## src/rtl/actx_pkg.sv

```systemverilog
package actx_pkg;
  typedef enum logic [2:0] {
    ST_IDLE,
    ST_START,
    ST_DATA,
    ST_PARITY,
    ST_STOP
  } tx_state_e;

  // stop length in half-ticks minus one: 1, 1.5, 2, 2 bit-times
  function automatic logic [1:0] stop_last(input logic [1:0] sel);
    case (sel)
      2'd0:    return 2'd1;
      2'd1:    return 2'd2;
      default: return 2'd3;
    endcase
  endfunction
endpackage

```

## src/rtl/actx_frame_pack.sv

```systemverilog
module actx_frame_pack #(
  parameter int DATA_W   = 8,
  parameter int MIN_BITS = 5,
  parameter int LEN_W    = 2,
  parameter int IDX_W    = 3
) (
  input  logic [DATA_W-1:0] char_i,
  input  logic [LEN_W-1:0]  len_sel_i,
  input  logic [1:0]        par_sel_i,
  input  logic [1:0]        stop_sel_i,
  output logic [IDX_W-1:0]  nlast_o,
  output logic              par_en_o,
  output logic              par_bit_o,
  output logic [1:0]        stop_last_o
);
  logic [DATA_W-1:0] used;
  logic              ones_odd;

  assign nlast_o = IDX_W'(MIN_BITS - 1) + IDX_W'(len_sel_i);

  for (genvar i = 0; i < DATA_W; i++) begin : g_mask
    assign used[i] = char_i[i] & (IDX_W'(i) <= nlast_o);
  end

  assign ones_odd    = ^used;
  assign par_en_o    = (par_sel_i == 2'd1) || (par_sel_i == 2'd2);
  assign par_bit_o   = ones_odd ^ (par_sel_i == 2'd2);
  assign stop_last_o = actx_pkg::stop_last(stop_sel_i);
endmodule

```

## src/rtl/actx_seq.sv

```systemverilog
module actx_seq
  import actx_pkg::*;
#(
  parameter int DATA_W = 8,
  parameter int IDX_W  = 3
) (
  input  logic              clk_i,
  input  logic              rst_ni,
  input  logic              half_tick_i,
  input  logic              valid_i,
  input  logic [DATA_W-1:0] char_i,
  input  logic [IDX_W-1:0]  nlast_i,
  input  logic              par_en_i,
  input  logic              par_bit_i,
  input  logic [1:0]        stop_last_i,
  output logic              ready_o,
  output logic              line_o
);
  tx_state_e         state_q;
  logic [1:0]        tcnt_q, stop_last_q, el_last;
  logic [IDX_W-1:0]  bidx_q, nlast_q;
  logic [DATA_W-1:0] sh_q;
  logic              par_en_q, par_bit_q, line_q;
  logic              accept, el_done;

  assign ready_o = (state_q == ST_IDLE);
  assign line_o  = line_q;
  assign accept  = valid_i && ready_o;
  assign el_last = (state_q == ST_STOP) ? stop_last_q : 2'd1;
  assign el_done = half_tick_i && (tcnt_q == el_last);

  always_ff @(posedge clk_i or negedge rst_ni) begin
    if (!rst_ni) begin
      state_q     <= ST_IDLE;
      tcnt_q      <= '0;
      bidx_q      <= '0;
      nlast_q     <= '0;
      sh_q        <= '0;
      par_en_q    <= 1'b0;
      par_bit_q   <= 1'b0;
      stop_last_q <= 2'd1;
      line_q      <= 1'b1;
    end else if (accept) begin
      state_q     <= ST_START;
      tcnt_q      <= '0;
      bidx_q      <= '0;
      nlast_q     <= nlast_i;
      sh_q        <= char_i;
      par_en_q    <= par_en_i;
      par_bit_q   <= par_bit_i;
      stop_last_q <= stop_last_i;
      line_q      <= 1'b0;
    end else if (state_q != ST_IDLE && half_tick_i) begin
      if (!el_done) begin
        tcnt_q <= tcnt_q + 2'd1;
      end else begin
        tcnt_q <= '0;
        case (state_q)
          ST_START: begin
            state_q <= ST_DATA;
            line_q  <= sh_q[0];
          end
          ST_DATA: begin
            if (bidx_q == nlast_q) begin
              state_q <= par_en_q ? ST_PARITY : ST_STOP;
              line_q  <= par_en_q ? par_bit_q : 1'b1;
            end else begin
              bidx_q <= bidx_q + 1'b1;
              sh_q   <= sh_q >> 1;
              line_q <= sh_q[1];
            end
          end
          ST_PARITY: begin
            state_q <= ST_STOP;
            line_q  <= 1'b1;
          end
          default: begin
            state_q <= ST_IDLE;
            line_q  <= 1'b1;
          end
        endcase
      end
    end
  end


  idle_line_high_chk: assert property (@(posedge clk_i) disable iff (!rst_ni)
    ready_o |-> line_o);

  start_after_accept_chk: assert property (@(posedge clk_i) disable iff (!rst_ni)
    accept |=> (!line_o && !ready_o));

  bit_idx_range_chk: assert property (@(posedge clk_i) disable iff (!rst_ni)
    (state_q == ST_DATA) |-> (bidx_q <= nlast_q));

  stop_line_high_chk: assert property (@(posedge clk_i) disable iff (!rst_ni)
    (state_q == ST_STOP) |-> line_o);

  tick_cnt_range_chk: assert property (@(posedge clk_i) disable iff (!rst_ni)
    (state_q != ST_STOP) |-> (tcnt_q <= 2'd1));

  cfg_hold_chk: assert property (@(posedge clk_i) disable iff (!rst_ni)
    (!ready_o && !accept) |=> ($stable(nlast_q) && $stable(stop_last_q)
                               && $stable(par_en_q) && $stable(par_bit_q)));
endmodule

```

## src/rtl/async_char_tx.sv

```systemverilog
module async_char_tx #(
  parameter int DATA_W   = 8,
  parameter int MIN_BITS = 5,
  localparam int LEN_W   = $clog2(DATA_W - MIN_BITS + 1),
  localparam int IDX_W   = $clog2(DATA_W)
) (
  input  logic              clk_i,
  input  logic              rst_ni,
  input  logic              half_tick_i,
  input  logic [DATA_W-1:0] char_i,
  input  logic              char_valid_i,
  output logic              char_ready_o,
  input  logic [LEN_W-1:0]  len_sel_i,
  input  logic [1:0]        par_sel_i,
  input  logic [1:0]        stop_sel_i,
  output logic              line_o,
  output logic              busy_o
);
  logic [IDX_W-1:0] nlast;
  logic             par_en, par_bit;
  logic [1:0]       stop_last;

  actx_frame_pack #(
    .DATA_W(DATA_W), .MIN_BITS(MIN_BITS), .LEN_W(LEN_W), .IDX_W(IDX_W)
  ) u_pack (
    .char_i     (char_i),
    .len_sel_i  (len_sel_i),
    .par_sel_i  (par_sel_i),
    .stop_sel_i (stop_sel_i),
    .nlast_o    (nlast),
    .par_en_o   (par_en),
    .par_bit_o  (par_bit),
    .stop_last_o(stop_last)
  );

  actx_seq #(.DATA_W(DATA_W), .IDX_W(IDX_W)) u_seq (
    .clk_i      (clk_i),
    .rst_ni     (rst_ni),
    .half_tick_i(half_tick_i),
    .valid_i    (char_valid_i),
    .char_i     (char_i),
    .nlast_i    (nlast),
    .par_en_i   (par_en),
    .par_bit_i  (par_bit),
    .stop_last_i(stop_last),
    .ready_o    (char_ready_o),
    .line_o     (line_o)
  );

  assign busy_o = !char_ready_o;


  busy_ready_excl_chk: assert property (@(posedge clk_i) disable iff (!rst_ni)
    (char_valid_i && char_ready_o) |=> busy_o);
endmodule

```

## config.mk

```make
export PLATFORM = sky130hd
export DESIGN_NAME = async_char_tx
export DESIGN_NICKNAME = d
export VERILOG_FILES = /design/src/rtl/actx_pkg.sv /design/src/rtl/actx_frame_pack.sv /design/src/rtl/actx_seq.sv /design/src/rtl/async_char_tx.sv
export SDC_FILE = /design/constraint.sdc
export NUM_CORES = 1
export LEC_CHECK = 0
export ABC_CLOCK_PERIOD_IN_PS = 2070
export BUFFER_PORTS_ARGS = -buffer_cell sky130_fd_sc_hd__buf_2
export CORE_UTILIZATION = 25
export CTS_CLUSTER_DIAMETER = 120
export DETAILED_ROUTE_END_ITERATION = 10
export GPL_ROUTABILITY_DRIVEN = 0
export PLACE_DENSITY = 0.4
export SYNTH_ARGS = -nofsm -noshare
export SYNTH_HDL_FRONTEND = slang
export SYNTH_HIERARCHICAL = 1
export SYNTH_SLANG_ARGS = --single-unit
```

## constraint.sdc

```tcl
create_clock -name clk_i -period 2.07 [get_ports clk_i]
set_input_delay 0.1035 -clock clk_i [delete_from_list [all_inputs] [get_ports clk_i]]
set_output_delay 0.1035 -clock clk_i [all_outputs]
set_load 0.01 [all_outputs]
```

==> qor.json, run 1 <==
{
  "global_route": {
    "overflow": 0,
    "wire_length_of_the_first_global_routing_pass_um": 4990,
    "grt.total_usage_pct": 10.5,
    "groute.layer.met3.usage_pct": 2.09,
    "grt_start_max_net_pins": 25,
    "grt.met2_usage_pct": 16.6,
    "global_route.peak_usage_layer": "met2",
    "number_of_global_route_vias_before_repair": 1042,
    "grt_util_met1_pct": 14.6,
    "antenna_found_initial": 0
  },
  "status": {
    "run_status": "complete, no violations"
  },
  "logic_synthesis": {
    "synthesis.nets": 170,
    "yosys.area_share.simple_pct": 25.1,
    "synth_cell_types": 45,
    "synth_compound_gate_area_share_pct": 10.1,
    "synth_async_sr_flop_share_pct": 100,
    "synthesis.area_per_instance_um2": 9.75,
    "ys.warnings.count": 6,
    "synth-edff-count": 0,
    "ys.flop_type": "dfrtp_1",
    "ys_seq_elements": 24,
    "ys_seq_area_share_pct": 41.2,
    "synth_xor_xnor_area_share_pct": 7.44,
    "synth_adder_area_share_pct": 1.71,
    "synthesis.area_um2": 1460,
    "largest_family_of_logic_cells_by_synthesized_area": "simple AND/OR/NAND/NOR gates",
    "synthesis.instances": 150,
    "synth_mux_area_share_pct": 8.47
  },
  "floorplanning": {
    "num_io_pins": 21,
    "initial_utilization_pct": 26.2,
    "core_area_um2": 5570,
    "die-height_um": 78.5,
    "design.die.area_um2": 6160,
    "placement_rows": 27,
    "fp.dieW_um": 78.5
  },
  "pwr": {
    "clockPowerShare_pct": 14.0,
    "seqPwrFrac_pct": 44.6,
    "p_leak_nw": 0.817,
    "p_sw_mw": 0.759,
    "combinationalPowerShare_pct": 41.4,
    "vdd_drop_max_uv": 473,
    "power_density_nw_per_um2": 1180,
    "internal_power_mw": 1.21,
    "p_total_mw": 1.97,
    "power.switching_fraction_pct": 38.5
  },
  "drt": {
    "dr_total_vias": 1065,
    "remaining_drc_errors": 0,
    "finalWirelength_um": 2950,
    "detail_route.first_pass.iterations": 4,
    "route.detailed.wl_per_inst_um": 12.2,
    "final_antenna_net_count": 0,
    "post_drt_via_cell_ratio": 4.42,
    "first_iter_violations": 67
  },
  "clock_network": {
    "clock_latency_ps": 260,
    "clkSinkCount": 24,
    "holdBufCountCts": 1,
    "clk_pin_slew_worst_paths_ps": 90,
    "clockBufferDepth": 2,
    "clock_tree_from_tritoncts": "done",
    "cts_setup_buffers": 0,
    "cts_made_buffers": 3,
    "cts-htree-levels": 1,
    "post_cts.resized_instances": 0,
    "root_buffer": "clkbuf_8"
  },
  "placed_design": {
    "place_ws_ps": 143,
    "dpl.hpwl_um": 2270,
    "post_dp_cell_area_um2": 1620,
    "number_of_instances_in_the_placed_design": 237,
    "port_buffers": 20
  },
  "critical_path": {
    "crit_required_ps": 2210,
    "worst-path-max-fanout": 13,
    "critical_path.endpoint_type": "register",
    "crit_path_cell_trace": "and4bb_1 > mux2i_4 > nand4_4 > o211ai_1 > o31ai_1",
    "crit_path_category": "register to register",
    "max_stage_delay_on_crit_path_ps": 500,
    "cpMaxStageDelayCell": "dfrtp_1",
    "worst_setup_path_start_kind": "register",
    "worst-endpoint-arrival_ps": 2070,
    "rr_worst_depth": 5
  },
  "sta": {
    "setup_viol": 0,
    "grt_setup_unrepaired": "no",
    "slew_headroom_pct": 62.1,
    "fin_crit_ps": 1930,
    "finalHoldViolCount": 0,
    "totalNegativeSetupSlack_ps": 0,
    "timing_max_transition_violations_final": 0,
    "period_share_pct": 93.0,
    "post-route-worst-setup-slack_ps": 145,
    "worstMarginPinSlew_ps": 569,
    "final.setup_skew_ps": 5.61,
    "fmax_mhz": 519
  },
  "layout": {
    "final_non_filler_cells": 241,
    "num-fill-cells": 607,
    "area_delta_synth_final_pct": 14.1,
    "total_inserted_antenna_cells": 0,
    "design_area_um2": 1670,
    "nets_final": 191,
    "layout-drive-gt1-share_pct": 23.1
  },
  "hold_path": {
    "hp-class": "primary input to register",
    "hold-path-cell-count": 3
  },
  "job": {
    "max-cap-violations": 0
  }
}
-- path summary, 6_finish.rpt --
path                                      start                    to  slack [ps]
setup reg to reg               u_seq/state_q[0]       u_seq/bidx_q[2]         140
setup / recovery               u_seq/state_q[0]       u_seq/bidx_q[2]         140
hold / removal                        char_i[7]         u_seq/sh_q[7]          60
min in group asynchronous                rst_ni      u_seq/state_q[1]         370
hold reg to reg            u_seq/stop_last_q[0]  u_seq/stop_last_q[0]         500
max in group asynchronous                rst_ni         u_seq/sh_q[6]        1320
-- cells in the mapped netlist (all sizes together), types with 2 or more instances --
library cell	instances	area, µm²
xnor2	5	43.8
nand2	28	113
clkbuf	2	7.51
a211o	2	17.5
dfrtp	22	551
nand2b	5	31.3
dfstp	2	52.6
or3	2	12.5
nor4b	2	32.5
o31ai	2	15.0
o21ai	7	35.0
ha	2	25.0
buf	7	57.6
nand3	4	32.5
inv	5	18.8
mux2i	10	113
nor2	11	41.3
xor2	4	42.6
nor3	3	20.0
and2	2	12.5
a21oi	8	40.0
-- worst max-delay path: cells and delay by family (launching register included) --
family	cells	cell delay, ps
mux	1	310
simple gates	2	650
compound gates	2	340
flops	1	500
-- stage by stage --
stage	utilization (%)	hold slack, ps
floorplan	-	-192
global placement	29.0	140
detailed placement	29.0	140
CTS	29.9	57.9
global route	29.9	57.7
finish	29.9	63.6
-- metal layers --
metal	part of all wire, %	up-vias	wire (µm)
met5	0	-	0
met4	0.51	0	15
met3	2.2	2	66
met2	47	12	1380
met1	50	507	1490
li1	-	544	-
-- power groups by stage --
stage          registers (mW)  logic, mW  clock network, mW
3_3_place_gp            0.885      0.811                  0
3_5_place_dp            0.890      0.825                  0
2_1_floorplan           0.830      0.678                  0
5_1_grt                 0.909      0.921              0.309
6_report                0.878      0.816              0.275
4_1_cts                 0.880      0.829              0.288
-- state kept, by name (all words and copies together) (netlist names) --
name               count
u_seq/par_en_q         1
u_seq/bidx_q           3
u_seq/state_q          3
u_seq/line_o           1
u_seq/tcnt_q           2
u_seq/stop_last_q      2
u_seq/par_bit_q        1
u_seq/nlast_q          3
u_seq/sh_q             8
-- cell families after synthesis --
group	Yosys count
xor gates and xnor gates	10
DFF	24
muxes	11
adders and majority gates	2
buffers and inverters	14
other	1
AOI/OAI and AO/OA	24
and+or+nand+nor	64
-- cell type report --
type / count / area, µm² / area share [%]
Clock buffer: 3 / 41.3 / 2.47
Multi-Input combinational cell: 112 / 776 / 46.5
Tap cell: 72 / 90.1 / 5.40
Timing Repair Buffer: 25 / 140 / 8.40
Sequential cell: 24 / 603 / 36.1
Inverter: 5 / 18.8 / 1.12
-- layout by cell type, fill, tap and decap left out, types with 2 or more instances in the layout --
cell,n
a211o_1,2
a21oi_1,8
and2_1,2
buf_2,20
buf_4,4
clkbuf_8,3
dfrtp_1,22
dfstp_2,2
ha_1,2
inv_1,5
mux2i_1,9
nand2_1,27
nand2b_1,5
nand3_1,3
nor2_1,11
nor3_1,2
o21ai_0,3
o21ai_1,4
o31ai_1,2
or3_1,2
xnor2_1,5
xor2_1,3
No activity file was read; power rests on OpenSTA's default activity.
==> run 2, diff against run 1 <==
- CTS_BUF_LIST: default -> sky130_fd_sc_hd__clkbuf_4 sky130_fd_sc_hd__clkbuf_8 sky130_fd_sc_hd__clkbuf_16
- SYNTH_HIERARCHICAL: 1 -> default
==> run 2 against run 1 <==
Effect of this change:
- worst hold slack worse by 10 ps
- global-route usage increased by 1.1 points
- flip-flop and latch count is the same
- critical path depth grew 1
- non-clock buffer count increased by 12
- final area is 3.8% higher
- register-to-register slack worse by 80 ps
- maximum frequency fell by 4.2%
- critical endpoint is now u_seq.sh_q[4]
==> qor.json, run 2 <==
{
  "critical_path": {
    "crit_required": {"value": 2220, "unit": "ps", "change": "about the same"},
    "worst_reg2reg_path_startpoint": "u_seq.state_q[0]",
    "worst-path-max-fanout": {"value": 9, "change": "-4"},
    "max_stage_delay_on_crit_path": {"value": 460, "unit": "ps", "change": "-40 ps"},
    "crit_path_category": "register to register",
    "worst-endpoint-arrival": {"value": 2160, "unit": "ps", "change": "+90 ps"},
    "regToRegEndpoint": "u_seq.sh_q[4]",
    "worst-path-buf-inv": {"value": 1, "change": "+1"},
    "crit_path_cell_trace": "nor4b_4 > xor2_2 > nand4_4 > o21ai_4 > buf_12 > mux2_2",
    "setup.reg_to_reg.worst_slack": {"value": 60, "unit": "ps", "change": "-80 ps"},
    "rr_worst_depth": {"value": 6, "change": "+1"},
    "worst_setup_path_start_kind": "register",
    "cpMaxStageDelayCell": "dfrtp_2",
    "path_delay_family": "simple AND/OR/NAND/NOR gates",
    "critical_path.endpoint_type": "register"
  },
  "drt": {
    "final_antenna_net_count": {"value": 0, "change": "unchanged"},
    "route.detailed.wl_per_inst": {"value": 12.5, "unit": "µm", "change": "+2.5%"},
    "first_iter_violations": {"value": 34, "change": "-49%"},
    "remaining_drc_errors": {"value": 0, "change": "unchanged"},
    "dr_total_vias": {"value": 1092, "change": "+2.5%"},
    "finalWirelength": {"value": 3100, "unit": "µm", "change": "+5.0%"},
    "post_drt_via_cell_ratio": {"value": 4.42, "change": "about the same"},
    "detail_route.first_pass.iterations": {"value": 6, "change": "+2"}
  },
  "sta": {
    "worstMarginPinSlew": {"value": 554, "unit": "ps", "change": "-15.7 ps"},
    "setup_viol": {"value": 0, "change": "unchanged"},
    "hold-worst-slack": {"value": 53.3, "unit": "ps", "change": "-10.3 ps"},
    "fin_crit": {"value": 2010, "unit": "ps", "change": "+83.5 ps"},
    "totalNegativeSetupSlack": {"value": 0, "unit": "ps", "change": "unchanged"},
    "final.setup_skew": {"value": 2.45, "unit": "ps", "change": "-3.16 ps"},
    "timing_max_transition_violations_final": {"value": 0, "change": "unchanged"},
    "fmax": {"value": 498, "unit": "MHz", "change": "-4.2%"},
    "slew_headroom": {"value": 63.1, "unit": "%", "change": "+1.0 points"},
    "period_share": {"value": 97.0, "unit": "%", "change": "+4.0 points"},
    "finalHoldViolCount": {"value": 0, "change": "unchanged"}
  },
  "clock_network": {
    "clock_latency": {"value": 260, "unit": "ps", "change": "about the same"},
    "clock_tree_from_tritoncts": "done",
    "root_buffer": "clkbuf_8",
    "clk_pin_slew_worst_paths": {"value": 80, "unit": "ps", "change": "about the same"},
    "cts-htree-levels": {"value": 1, "change": "unchanged"},
    "clockBufferDepth": {"value": 2, "change": "unchanged"},
    "cts_made_buffers": {"value": 3, "change": "unchanged"},
    "clkSinkCount": {"value": 24, "change": "unchanged"}
  },
  "hold_path": {
    "hp-start": "stop_sel_i[1]",
    "hold-path-cell-count": {"value": 3, "change": "unchanged"},
    "hold_end": "u_seq.stop_last_q[0]",
    "hp-class": "primary input to register"
  },
  "floorplanning": {
    "die-height": {"value": 76.5, "unit": "µm", "change": "-2.6%"},
    "fp.dieW": {"value": 76.5, "unit": "µm", "change": "-2.6%"},
    "placement_rows": {"value": 26, "change": "-3.7%"},
    "design.die.area": {"value": 5850, "unit": "µm²", "change": "-5.1%"},
    "num_io_pins": {"value": 21, "change": "unchanged"},
    "core_area": {"value": 5240, "unit": "µm²", "change": "-6.0%"},
    "initial_utilization": {"value": 26.5, "unit": "%", "change": "+0.23 points"}
  },
  "placed_design": {
    "number_of_instances_in_the_placed_design": {"value": 237, "change": "unchanged"},
    "dpl.hpwl": {"value": 2350, "unit": "µm", "change": "+3.7%"},
    "port_buffers": {"value": 20, "change": "unchanged"}
  },
  "status": {
    "run_status": "complete, no violations"
  },
  "layout": {
    "total_inserted_antenna_cells": {"value": 0, "change": "unchanged"},
    "final_non_filler_cells": {"value": 247, "change": "+2.5%"},
    "nets_final": {"value": 199, "change": "+4.2%"},
    "fin_util": {"value": 33.1, "unit": "%", "change": "+3.1 points"},
    "layout-drive-gt1-share": {"value": 33.3, "unit": "%", "change": "+10 points"},
    "area_delta_synth_final_pct": 25.0,
    "num-fill-cells": {"value": 565, "change": "-6.9%"},
    "mostFrequentLayoutCell": "nand2_1",
    "max_flop_register": "u_seq.sh_q",
    "most-common-layout-cells": "nand2_1 (36), buf_2 (20), dfrtp_1 (20)",
    "largest_register_ffs": {"value": 8, "change": "unchanged"}
  },
  "logic_synthesis": {
    "ys.flop_type": "dfrtp_1",
    "synth_async_sr_flop_share": {"value": 100, "unit": "%", "change": "unchanged"},
    "commonest_cells_in_the_netlist": "nand2_1 (36), dfrtp_1 (22), xnor2_1 (11)",
    "synth-edff-count": {"value": 0, "change": "unchanged"},
    "yosys.cell_count.top_type": "nand2_1",
    "yosys.area.top_type": "dfrtp_1",
    "synth_cell_types": {"value": 36, "change": "-20%"},
    "synthesis.area_per_instance": {"value": 9.76, "unit": "µm²", "change": "+0.12%"},
    "synth_top_area_share": {"value": 39.7, "unit": "%", "change": "+2.1 points"},
    "ys_seq_area_share": {"value": 43.5, "unit": "%", "change": "+2.3 points"},
    "top_cells_by_area_synth": "dfrtp_1 (40%), nand2_1 (9.7%), mux2_2 (7.3%)",
    "synthesis.area": {"value": 1390, "unit": "µm²", "change": "-5.2%"},
    "ys.warnings.count": {"value": 0, "change": "-6"},
    "synthesis.instances": {"value": 142, "change": "-5.3%"},
    "synthesis.nets": {"value": 162, "change": "-4.7%"},
    "ys_seq_elements": {"value": 24, "change": "unchanged"}
  },
  "global_route": {
    "grt.total_usage": {"value": 11.6, "unit": "%", "change": "+1.1 points"},
    "overflow": {"value": 0, "change": "unchanged"},
    "grt_util_met1": {"value": 16.6, "unit": "%", "change": "+2.0 points"},
    "global_route.peak_usage_layer": "met2",
    "grt_start_max_net_pins": {"value": 25, "change": "unchanged"},
    "groute.layer.met3.usage": {"value": 2.04, "unit": "%", "change": "-0.057 points"},
    "grt.met2_usage": {"value": 17.1, "unit": "%", "change": "+0.54 points"},
    "wire_length_of_the_first_global_routing_pass": {"value": 5380, "unit": "µm", "change": "+7.9%"},
    "antenna_found_initial": {"value": 0, "change": "unchanged"},
    "number_of_global_route_vias_before_repair": {"value": 1130, "change": "+8.4%"}
  },
  "pwr": {
    "p_leak": {"value": 0.783, "unit": "nW", "change": "-4.2%"},
    "power_density": {"value": 1240, "unit": "nW/µm²", "change": "+5.2%"},
    "p_total": {"value": 2.15, "unit": "mW", "change": "+9.2%"},
    "vdd_drop_max": {"value": 359, "unit": "µV", "change": "-24%"}
  },
  "job": {
    "max-cap-violations": {"value": 0, "change": "unchanged"}
  }
}
run 2: tightest hold or removal path, delay by kind of cell:
| family | cells | cell delay (ps) |
|---|---|---|
| buf+inv | 2 | 140 |
| compound gates | 1 | 70 |
run 2: logic make-up after synthesis:
| logic type | count (synthesis) | share of synthesized area [%] |
|---|---|---|
| AOI/OAI and AO/OA | 24 | 11.4 |
| xor gates and xnor gates | 13 | 9.30 |
| adders and majority gates | 2 | 1.80 |
| buffers and inverters | 14 | 4.60 |
| DFF | 24 | 43.5 |
| muxes | 11 | 8.75 |
| and+or+nand+nor | 54 | 20.7 |
run 2: worst max path at each step:
stage,startpoint,end,depth (start not counted)
floorplan,u_seq.state_q[2],u_seq.state_q[2],5
global placement,u_seq.state_q[0],u_seq.sh_q[4],5
detailed placement,u_seq.state_q[0],u_seq.sh_q[4],5
CTS,u_seq.state_q[0],u_seq.sh_q[4],6
global route,u_seq.state_q[0],u_seq.sh_q[4],6
finish,u_seq.state_q[0],u_seq.sh_q[4],6
run 2: repair_timing:
item                       4_1_cts  5_1_grt
hold endpoints to repair        23        0
setup endpoints to repair        7        8
hold buffers                     2        0
pin swaps                        1        3
resized for setup                0        2
cloned                           0        0
setup buffers                    1        4
run 2: metrics by stage:
stage,area [µm²],setup slack [ps]
2_1_floorplan,1390,72.1
3_3_place_gp,1620,52.6
3_5_place_dp,1620,-22.6
4_1_cts,1700,51.4
5_1_grt,1730,-4.44
6_report,1730,61.4
run 2: final cells by class:
cell class | count | area [µm²] | share of cell area [%]
Multi-Input combinational cell | 104 | 719 | 41.5
Clock buffer | 3 | 41.3 | 2.38
Tap cell | 70 | 87.6 | 5.05
Sequential cell | 24 | 606 | 34.9
Timing Repair Buffer | 37 | 245 | 14.2
Inverter | 9 | 33.8 | 1.95
run 2: report_power, final:
part	total [mW]	leakage (nW)	internal, mW	switching, mW
logic	1.00	0.468	0.531	0.470
clock network	0.277	0.0216	0.130	0.147
registers	0.873	0.293	0.686	0.187
total	2.15	0.783	1.35	0.804
run 2: layer usage:
layer,vias to the layer above,share of wire (%)
met5,-,0
met2,27,45
li1,545,-
met3,2,4.0
met4,0,1.0
met1,518,50
==> run 3, diff against run 2 <==
--- a/config.mk
+++ b/config.mk
@@ -15,2 +15,3 @@
 export PLACE_DENSITY = 0.4
+export SETUP_SLACK_MARGIN = 0.4
 export SYNTH_ARGS = -nofsm -noshare
==> constraint.sdc (replaced) <==
create_clock -name clk_i -period 2.07 [get_ports clk_i]
set_input_delay 0.414 -clock clk_i [delete_from_list [all_inputs] [get_ports clk_i]]
set_output_delay 0.414 -clock clk_i [all_outputs]
set_load 0.01 [all_outputs]
==> run 3 against run 2 <==
Effect of this change:
- clock skew rose by 3.2 ps
- flip-flop and latch count did not move
- worst setup slack gained 70 ps
==> qor.json, run 3 (synthesis results as in run 2) <==
{
  "sta": {
    "slew_headroom": {"value": 62.2, "unit": "%", "change": "-0.89 points"},
    "timing_max_transition_violations_final": {"value": 0, "change": "unchanged"},
    "period_share": {"value": 93.7, "unit": "%", "change": "-3.4 points"},
    "totalNegativeSetupSlack": {"value": 0, "unit": "ps", "change": "unchanged"},
    "setup_viol": {"value": 0, "change": "unchanged"},
    "finalHoldViolCount": {"value": 0, "change": "unchanged"},
    "final.setup_skew": {"value": 5.68, "unit": "ps", "change": "+3.22 ps"},
    "fmax": {"value": 516, "unit": "MHz", "change": "+3.6%"},
    "hold-worst-slack": {"value": 130, "unit": "ps", "change": "+77.1 ps"},
    "grt_setup_unrepaired": "yes",
    "worstMarginPinSlew": {"value": 567, "unit": "ps", "change": "+13.3 ps"},
    "fin_crit": {"value": 1940, "unit": "ps", "change": "-69.5 ps"}
  },
  "floorplanning": {
    "initial_utilization": {"value": 26.5, "unit": "%", "change": "unchanged"},
    "die-height": {"value": 76.5, "unit": "µm", "change": "unchanged"},
    "num_io_pins": {"value": 21, "change": "unchanged"},
    "core_area": {"value": 5240, "unit": "µm²", "change": "unchanged"},
    "placement_rows": {"value": 26, "change": "unchanged"},
    "fp.dieW": {"value": 76.5, "unit": "µm", "change": "unchanged"},
    "design.die.area": {"value": 5850, "unit": "µm²", "change": "unchanged"}
  },
  "drt": {
    "route.detailed.wl_per_inst": {"value": 12.7, "unit": "µm", "change": "+1.6%"},
    "remaining_drc_errors": {"value": 0, "change": "unchanged"},
    "first_iter_violations": {"value": 45, "change": "+32%"},
    "finalWirelength": {"value": 3190, "unit": "µm", "change": "+2.9%"},
    "post_drt_via_cell_ratio": {"value": 4.32, "change": "-2.3%"},
    "dr_total_vias": {"value": 1080, "change": "-1.1%"},
    "detail_route.first_pass.iterations": {"value": 4, "change": "-2"},
    "final_antenna_net_count": {"value": 0, "change": "unchanged"}
  },
  "layout": {
    "max_flop_register": "u_seq.sh_q",
    "layout-drive-gt1-share": {"value": 38.3, "unit": "%", "change": "+5.0 points"},
    "largest_register_ffs": {"value": 8, "change": "unchanged"},
    "final_non_filler_cells": {"value": 250, "change": "+1.2%"},
    "num-fill-cells": {"value": 530, "change": "-6.2%"},
    "most-common-layout-cells": "nand2_1 (36), dfrtp_1 (20), buf_2 (19)",
    "area_delta_synth_final_pct": 33.6,
    "mostFrequentLayoutCell": "nand2_1",
    "nets_final": {"value": 201, "change": "+1.0%"},
    "total_inserted_antenna_cells": {"value": 0, "change": "unchanged"}
  },
  "placed_design": {
    "port_buffers": {"value": 20, "change": "unchanged"},
    "number_of_instances_in_the_placed_design": {"value": 236, "change": "-0.42%"},
    "dpl.hpwl": {"value": 2290, "unit": "µm", "change": "-2.5%"}
  },
  "clock_network": {
    "clock_latency": {"value": 270, "unit": "ps", "change": "about the same"},
    "clk_pin_slew_worst_paths": {"value": 90, "unit": "ps", "change": "about the same"},
    "clkSinkCount": {"value": 24, "change": "unchanged"},
    "holdBufCountCts": {"value": 0, "change": "-2"},
    "clockBufferDepth": {"value": 2, "change": "unchanged"},
    "clock_tree_from_tritoncts": "done",
    "root_buffer": "clkbuf_8",
    "cts_made_buffers": {"value": 3, "change": "unchanged"},
    "cts-htree-levels": {"value": 1, "change": "unchanged"}
  },
  "critical_path": {
    "crit_path_category": "register to register",
    "cpMaxStageDelayCell": "dfrtp_2",
    "max_stage_delay_on_crit_path": {"value": 440, "unit": "ps", "change": "-20 ps"},
    "worst-path-max-fanout": {"value": 9, "change": "unchanged"},
    "path_delay_family": "simple AND/OR/NAND/NOR gates",
    "worst_setup_path_start_kind": "register",
    "crit_required": {"value": 2230, "unit": "ps", "change": "about the same"},
    "worst-path-buf-inv": {"value": 1, "change": "unchanged"},
    "crit_path_cell_trace": "nor4b_4 > xor2_2 > nand4_4 > o21ai_4 > buf_12 > mux2_2",
    "worst-endpoint-arrival": {"value": 2100, "unit": "ps", "change": "-60 ps"},
    "critical_path.endpoint_type": "register"
  },
  "global_route": {
    "wire_length_of_the_first_global_routing_pass": {"value": 5530, "unit": "µm", "change": "+2.7%"},
    "grt.total_usage": {"value": 12.1, "unit": "%", "change": "+0.54 points"},
    "grt_start_max_net_pins": {"value": 25, "change": "unchanged"},
    "overflow": {"value": 0, "change": "unchanged"},
    "number_of_global_route_vias_before_repair": {"value": 1140, "change": "+0.88%"},
    "antenna_found_initial": {"value": 0, "change": "unchanged"}
  },
  "status": {
    "run_status": "complete, no violations"
  },
  "job": {
    "max-cap-violations": {"value": 0, "change": "unchanged"}
  },
  "pwr": {
    "p_leak": {"value": 0.838, "unit": "nW", "change": "+7.0%"},
    "power_density": {"value": 1350, "unit": "nW/µm²", "change": "+8.6%"},
    "vdd_drop_max": {"value": 367, "unit": "µV", "change": "+2.4%"}
  },
  "hold_path": {
    "hp-class": "primary input to async pin"
  }
}
## run 3: what timing repair did
action,4_1_cts,5_1_grt
buffers inserted,8,2
gates resized for setup,12,5
endpoints found under the setup margin,22,19
pin swaps,6,8
hold endpoints to repair,0,0
## run 3: power breakdown
group          leakage, nW  internal (mW)  switching, mW
clock               0.0357          0.259          0.159
sequential           0.293          0.686          0.175
combinational        0.509          0.664          0.555
total                0.838           1.61          0.888
## run 3: final timing paths
path,start,to,slack (ps),cells after the start
worst max-delay path,u_seq.state_q[0],u_seq.sh_q[5],130,6
worst min-delay path,rst_ni,u_seq.bidx_q[2],130,1
worst max register to register,u_seq.state_q[0],u_seq.sh_q[5],130,6
worst min register to register,u_seq.nlast_q[2],u_seq.nlast_q[2],500,1
max in group asynchronous,rst_ni,u_seq.state_q[0],1530,1
min in group clk_i,stop_sel_i[0],u_seq.stop_last_q[0],300,2
## run 3: area by class of cell
type / count / area (µm²) / area share, %
inverters: 9 / 33.8 / 1.82
repair buffers: 39 / 293 / 15.8
clock buffers: 3 / 41.3 / 2.23
flip-flops and latches: 24 / 606 / 32.7
multi-input cells: 104 / 761 / 41.1
well taps: 70 / 87.6 / 4.73
clock inverters: 1 / 30.0 / 1.62
## run 3: routing by layer
metal	global-route usage [%]	routed length, µm	vias to the layer above
li1	-	-	553
met1	15.9	1560	510
met5	0	0	-
met4	5.19	31	0
met2	19.5	1510	15
met3	2.16	90	2
## run 3: metrics by stage
stage          cell area (µm²)  utilization [%]  power (mW)  worst slack [ps]
2_1_floorplan             1400                -        1.56               122
3_3_place_gp              1630             31.1        1.82              85.9
3_5_place_dp              1630             31.1        1.85              28.4
4_1_cts                   1820             34.7        2.48              98.9
5_1_grt                   1850             35.4        2.71              60.0
6_report                  1850             35.4        2.50               131
